<file path="src/rtl/sram_pace_ctrl.sv">
module sram_pace_ctrl #(
  parameter int AW     = 20,
  parameter int CLK_NS = 8,
  parameter int T_RC   = 45,
  parameter int T_AA   = 45,
  parameter int T_OE   = 30,
  parameter int T_WC   = 45,
  parameter int T_WP   = 35,
  parameter int T_DW   = 25,
  parameter int T_OHZ  = 20
) (
  input  logic          clk,
  input  logic          rst_n,
  input  logic          req_valid,
  output logic          req_ready,
  input  logic          req_write,
  input  logic [AW-1:0] req_addr,
  input  logic [15:0]   req_wdata,
  input  logic [1:0]    req_be,
  output logic          rd_valid,
  output logic [15:0]   rd_data,
  output logic          sram_ce_n,
  output logic          sram_ce2,
  output logic          sram_we_n,
  output logic          sram_oe_n,
  output logic          sram_lb_n,
  output logic          sram_ub_n,
  output logic [AW-1:0] sram_addr,
  output logic [15:0]   sram_dq_out,
  output logic          sram_dq_oe,
  input  logic [15:0]   sram_dq_in
);

  function automatic int cdiv(int ns);
    return (ns + CLK_NS - 1) / CLK_NS;
  endfunction

  function automatic int imax(int a, int b);
    return (a > b) ? a : b;
  endfunction

  localparam int RD_CYC  = imax(imax(cdiv(T_RC), cdiv(T_AA)), imax(cdiv(T_OE), 1));
  localparam int WP_CYC  = imax(imax(cdiv(T_WP), cdiv(T_DW)), imax(cdiv(T_WC) - 2, 1));
  localparam int OHZ_CYC = imax(cdiv(T_OHZ), 1);
  localparam int MAXC    = imax(RD_CYC, imax(WP_CYC, OHZ_CYC));
  localparam int CW      = $clog2(MAXC + 1);

  typedef enum logic [2:0] {S_IDLE, S_RD, S_WSET, S_WPUL, S_WEND, S_TURN} st_t;

  st_t           state;
  logic [CW-1:0] cnt;
  logic [AW-1:0] a_q;
  logic [15:0]   d_q;
  logic [1:0]    be_q;
  logic          active;
  logic          wr_phase;

  always_ff @(posedge clk or negedge rst_n) begin
    if (!rst_n) begin
      state    <= S_IDLE;
      cnt      <= '0;
      a_q      <= '0;
      d_q      <= '0;
      be_q     <= '0;
      rd_valid <= 1'b0;
      rd_data  <= '0;
    end else begin
      rd_valid <= 1'b0;
      case (state)
        S_IDLE: if (req_valid) begin
          a_q   <= req_addr;
          d_q   <= req_wdata;
          be_q  <= req_be;
          cnt   <= '0;
          state <= req_write ? S_WSET : S_RD;
        end
        S_RD: if (cnt == CW'(RD_CYC - 1)) begin
          rd_data  <= sram_dq_in;
          rd_valid <= 1'b1;
          cnt      <= '0;
          state    <= S_TURN;
        end else cnt <= cnt + 1'b1;
        S_WSET: begin
          cnt   <= '0;
          state <= S_WPUL;
        end
        S_WPUL: if (cnt == CW'(WP_CYC - 1)) state <= S_WEND;
                else cnt <= cnt + 1'b1;
        S_WEND: state <= S_IDLE;
        S_TURN: if (cnt == CW'(OHZ_CYC - 1)) state <= S_IDLE;
                else cnt <= cnt + 1'b1;
        default: state <= S_IDLE;
      endcase
    end
  end

  assign wr_phase    = (state == S_WSET) || (state == S_WPUL) || (state == S_WEND);
  assign active      = wr_phase || (state == S_RD);
  assign req_ready   = (state == S_IDLE);
  assign sram_ce_n   = ~active;
  assign sram_ce2    = active;
  assign sram_oe_n   = ~(state == S_RD);
  assign sram_we_n   = ~(state == S_WPUL);
  assign sram_lb_n   = ~(active & be_q[0]);
  assign sram_ub_n   = ~(active & be_q[1]);
  assign sram_addr   = a_q;
  assign sram_dq_out = d_q;
  assign sram_dq_oe  = wr_phase;

endmodule

</file>
<file path="config.mk">
export PLATFORM = sky130hd
export DESIGN_NAME = sram_pace_ctrl
export DESIGN_NICKNAME = d
export VERILOG_FILES = /design/src/rtl/sram_pace_ctrl.sv
export SDC_FILE = /design/constraint.sdc
export NUM_CORES = 1
export LEC_CHECK = 0
export BUFFER_PORTS_ARGS = -buffer_cell sky130_fd_sc_hd__clkbuf_2
export CAP_MARGIN = 0
export CORE_ASPECT_RATIO = 0.7
export CORE_MARGIN = 5
export CORE_UTILIZATION = 35
export DETAILED_ROUTE_END_ITERATION = 10
export MAX_ROUTING_LAYER = met4
export SLEW_MARGIN = 20
export SYNTH_ARGS = -nofsm -noshare
export SYNTH_HDL_FRONTEND = slang
export SYNTH_SLANG_ARGS = --single-unit
</file>
<file path="constraint.sdc">
create_clock -name clk -period 3.1 [get_ports clk]
set_input_delay 0.62 -clock clk [delete_from_list [all_inputs] [get_ports clk]]
set_output_delay 0.62 -clock clk [all_outputs]
set_load 0.02 [all_outputs]
</file>
# --- Word-level counts from Yosys, hierarchy flattened ---
# Index checks and enable logic that the tools add are counted.
# Widths: inputs -> output; s select.
word_totals:
  ff_bits: 61
  out_inout_bits: 61
classes:
  n_eq_ne: 14
  mux: 13
  bitwise_logic: 7
  n_addsub: 1
  reduce_logical: 9
op_table:
  columns: ["cell", "n"]
  rows:
  - ["$pmux 3 s5", 2]
  - ["$mux 3", 8]
  - ["$eq 3x3->1 const B", 4]
  - ["$ne 2x2->1 const B", 6]
  - ["$eq 3x2->1 const B", 3]
  - ["$reduce_and 4->1", 2]
  - ["$not 1->1", 5]
  - ["$reduce_bool 5->1", 1]
  - ["$reduce_and 2->1", 2]
  - ["$add 3x1->3 const B", 1]
  - ["$eq 3x1->1 const B", 1]
  - ["$logic_not 3->1", 1]
  - ["$logic_or 1x1->1", 3]
  - ["$and 1x1->1", 2]
  - ["$mux 1", 2]
  - ["$mux 2", 1]

# --- Depth between registers and ports, before layout ---
depth:
  ltp_word: 6
  mapped_depth: 6
  ltp_nobuf: 6

# --- Worst setup path after synthesis ---
# No wires, ideal clock.
synth_timing:
  path_type: "register to output"
  start: "register state[1]"
  end: "output port sram_lb_n"
  required_ps: 2480
  arrival_ps: 1395
  setup_slack_ps: 1085
  path_stages_with_launch: 5
  n_path_buf: 1
  path_cell_list: "dfrtp_1 > buf_2 > nor2_1 > xnor2_1 > nand2_1"
synth_between:
  elab_chain_len: 6
synth_lines:
  columns: ["element", "line_no", "rtl"]
  rows:
  - ["start, declared", "50", "st_t state;"]
  - ["start signal, assigned", "75", "state <= req_write ? S_WSET : S_RD;"]
  - ["$eq 3x2->1", "97", "assign wr_phase = (state == S_WSET) || (state == S_WPUL) || (state == S_WEND);"]
  - ["$logic_or 1x1->1 (2 in a row)", "97", null]
  - ["$logic_or 1x1->1 (*)", "98", "assign active = wr_phase || (state == S_RD);"]
  - ["net sram_ce2", "23", "output logic sram_ce2,"]
  - ["$and 1x1->1 (*)", "104", "assign sram_lb_n = ~(active & be_q[0]);"]
  - ["$not 1->1 (*)", "104", null]
  - ["end, declared", "26", "output logic sram_lb_n,"]
# The timed path passes the listed nets; every way through them passes the cells marked *.

# --- Final worst setup path ---
layout_timing:
  start: "register state[1]"
  end: "output port sram_ub_n"
layout_between:
  elab_chain_len: 6
layout_lines:
  columns: ["element", "line_no", "rtl"]
  rows:
  - ["$eq 3x2->1", "97", null]
  - ["$logic_or 1x1->1 (2 in a row)", "97", null]
  - ["$logic_or 1x1->1 (*)", "98", null]
  - ["$and 1x1->1 (*)", "105", "assign sram_ub_n = ~(active & be_q[1]);"]
  - ["$not 1->1 (*)", "105", null]
  - ["end, declared", "27", "output logic sram_ub_n,"]
# Every way passes the cells marked *; elsewhere a longest branch is shown, timed or not.

==> summary.txt <==
Run
  • Max Cap Viol: 0

Worst setup path
  • Reg2Reg Depth: 3
  • Slowest-stage cell, CP: dfrtp_1
  • CP Cell Sequence: nor2_1, xnor2_1, nand2_1, clkbuf_2
  • CP startpoint: state[1]
  • Critical Path Stages: 4
  • Element type at the critical path start: flop
  • CP required: 2480 ps
  • Worst path max stage delay: 580 ps
  • Reg-to-reg slack, setup: 1190 ps
  • Critical path's top delay family: flip-flops
  • CP Max Fanout: 13
  • CP Capture Type: output port
  • Reg2Reg Capture Point: sram_dq_out[14]
  • Kind of critical path: flop to output port
  • CP Capture Point: sram_ub_n
  • CP arrival: 1610 ps
  • Worst Path Buf+Inv: 1
  • RR Startpoint: state[2]

Die
  • Die area: 9643 sq um
  • Io pins: 119
  • Initial core utilization: 36.59%
  • Die Height: 83.68 um
  • DIE WIDTH: 115.2 um
  • Num rows: 26
  • Core ar.: 7417 sq um

Finish
  • Share of cells above drive strength 1: 64.03%
  • Synth-to-layout area growth: 29.37%
  • Sequential cell area: 1526 sq um
  • Antenna cells: 0
  • Final Instance Count excl. Fillers: 401
  • Area taken by multi-input logic gates: 1059 sq um
  • FILL cells: 679
  • NumNets Final: 360

Synthesis
  • Largest family of logic cells by synthesized area: multiplexers
  • EDFF count, synth: 0
  • Synth Area in XOR/XNOR: 0.6455%
  • Synth Area in Adders: 1.844%
  • Seq/Total Area, Yosys: 56.25%
  • Synth top area share: 56.25%
  • Synth Area in Compound Gates: 3.688%
  • Ys Warns: 0
  • Yosys cell types: 31
  • Top FF cell, synth: dfrtp_1
  • Most area-hungry cell type in the Yosys netlist: dfrtp_1
  • Gate Count Post-Synth: 177
  • Synth Area in Simple Gates: 5.210%
  • Asr flop ratio synth: 100.0%
  • Flops & latches, synth: 61
  • Syn Area/Cell: 15.33 sq um
  • Synth top area cells: dfrtp_1 56%, mux2_4 16%, mux2_2 11%, buf_12 3.0%, ha_1 1.8%
  • Synthesized area: 2714 sq um
  • Post-synthesis mux area share: 27.62%
  • Syn Nets: 239

Clocking
  • # hold bufs at CTS: 0
  • CTS Buf Count: 9
  • Clock slew at reported path FFs: 70 ps
  • CTS tree: yes
  • Root Driver: clkbuf_8
  • Setup bufs post-CTS: 0
  • CTS sink count: 61
  • CTS H-tree lvls: 3
  • Worst skew pair latency: 330 ps
  • Clk buf depth: 2
  • Post-cts sizing count: 0

Placed design
  • I/O Buffers: 118
  • Placed wire-length estimate: 4213 um
  • Placed Instances: 385
  • Final Wtd Congestion: 0.7234

GRT
  • GRT Util Overall: 12.56%
  • Total gr overflow: 0
  • Global-route wire length before repair: 9218 um
  • Initial antenna violation count: 0
  • Vias in the first global route: 1,924
  • Pin count of the biggest net entering global routing: 39

Power
  • LEAKAGE: 1.820 nW
  • Power per cell area: 1148 nW/um^2
  • Peak supply drop: 0.5225 mV

STA
  • Final Skew: 5.052 ps
  • Final setup fails: 0
  • Crit share post-route: 71.84%
  • Final Max Slew Viols: 0
  • Worst Tran Pin Value: 777.6 ps
  • Slew headroom: 48.16%
  • Setup_tns: 0 ps
  • Min Tclk post-route: 2227 ps
  • Maximum clock frequency: 449.0 MHz
  • RSZ-0062 raised after global routing: no
  • Final Hold Fails: 0

Routing
  • Initial DRC count: 126
  • Drt total wl: 5756 um
  • ANT nets after route: 0
  • Via count: 1,805
  • Drt via density: 4.501
  • DRC: 0
  • Routed len/inst: 14.35 um
  • 1st-pass router iterations: 4

Min path
  • Worst hold path type: input port to async pin

Outcome
  • Status: finished clean
==> area by class of cell <==
cell class                      count  area share, %
Multi-Input combinational cell    103          30.15
Tap cell                           98          3.493
Timing Repair Buffer              119          17.39
Clock inverter                      4         0.6415
Inverter                            4         0.4277
Sequential cell                    61          43.48
Clock buffer                       12          4.419
==> per-layer routing <==
metal	share of wire, %	track usage (%)
met2	39	16.65
met1	46	16.31
met3	12	5.435
met4	2.5	5.970
met5	0	-
==> stage by stage <==
step / instance area [sq um] / worst slack (ps) / hold slack [ps] / power [W] / utilization (%)
CTS: 3511 / 849.9 / 356.8 / 0.004102 / 47.33
global route: 3511 / 657.6 / 405.4 / 0.004306 / 47.33
floorplan: 2714 / 1085 / 324.4 / 0.002870 / -
detailed placement: 3333 / 1206 / 494.2 / 0.003442 / 44.94
finish: 3511 / 872.9 / 352.5 / 0.004030 / 47.33
global placement: 3333 / 1240 / 488.7 / 0.003414 / 44.94
==> cell usage after synthesis, types with 2 or more instances <==
cell type and number:
a21o_1 2, a21oi_1 4, a31oi_1 2, buf_12 4
buf_2 3, dfrtp_1 61, ha_1 4, inv_1 4
mux2_2 27, mux2_4 29, nand2_1 6, nand2b_1 2
nand3_1 2, nor2_1 6, nor2b_1 2, o21ai_0 4
==> sequential cells by signal, indices dropped and copies added (netlist names) <==
register     count
state            3
sram_addr       20
rd_valid         1
be_q             2
rd_data         16
sram_dq_out     16
cnt              3
==> kinds of logic after synthesis <==
logic type / Yosys count
flops: 61
mux: 57
simple gates: 24
compound gates: 16
buf+inv: 13
fa+ha+maj: 4
xor+xnor: 2
==> worst min path at each step <==
stage	slack, ps	to	cells past startpoint
2_1_floorplan	320	be_q[0]	0
3_3_place_gp	490	sram_addr[2]	1
3_5_place_dp	490	sram_dq_out[4]	1
4_1_cts	360	sram_addr[19]	1
5_1_grt	410	sram_addr[19]	1
6_report	350	sram_addr[19]	1
==> power breakdown <==
group | switching (W) | internal (W) | leakage [nW]
Clock | 0.000296 | 0.000329 | 0.0921
Sequential | 0.000276 | 0.00120 | 0.749
Combinational | 0.00104 | 0.000894 | 0.979
Total | 0.00161 | 0.00242 | 1.82
==> layout by cell type (no fill, tap or decap), types with 2 or more instances in the layout <==
cell | netlist | layout
inv_1 | 4 | 4
a21oi_1 | 4 | 4
mux2_4 | 29 | 29
mux2_2 | 27 | 27
a31oi_1 | 2 | 2
clkinv_2 | 0 | 3
o21ai_0 | 4 | 4
nand3_1 | 2 | 2
a21o_1 | 2 | 2
nand2_1 | 6 | 6
nor2_1 | 6 | 6
nor2b_1 | 2 | 2
clkbuf_2 | 0 | 118
dfrtp_1 | 61 | 61
nand2b_1 | 2 | 2
ha_1 | 4 | 4
clkbuf_8 | 0 | 11
No activity file was read; power rests on OpenSTA's default activity.
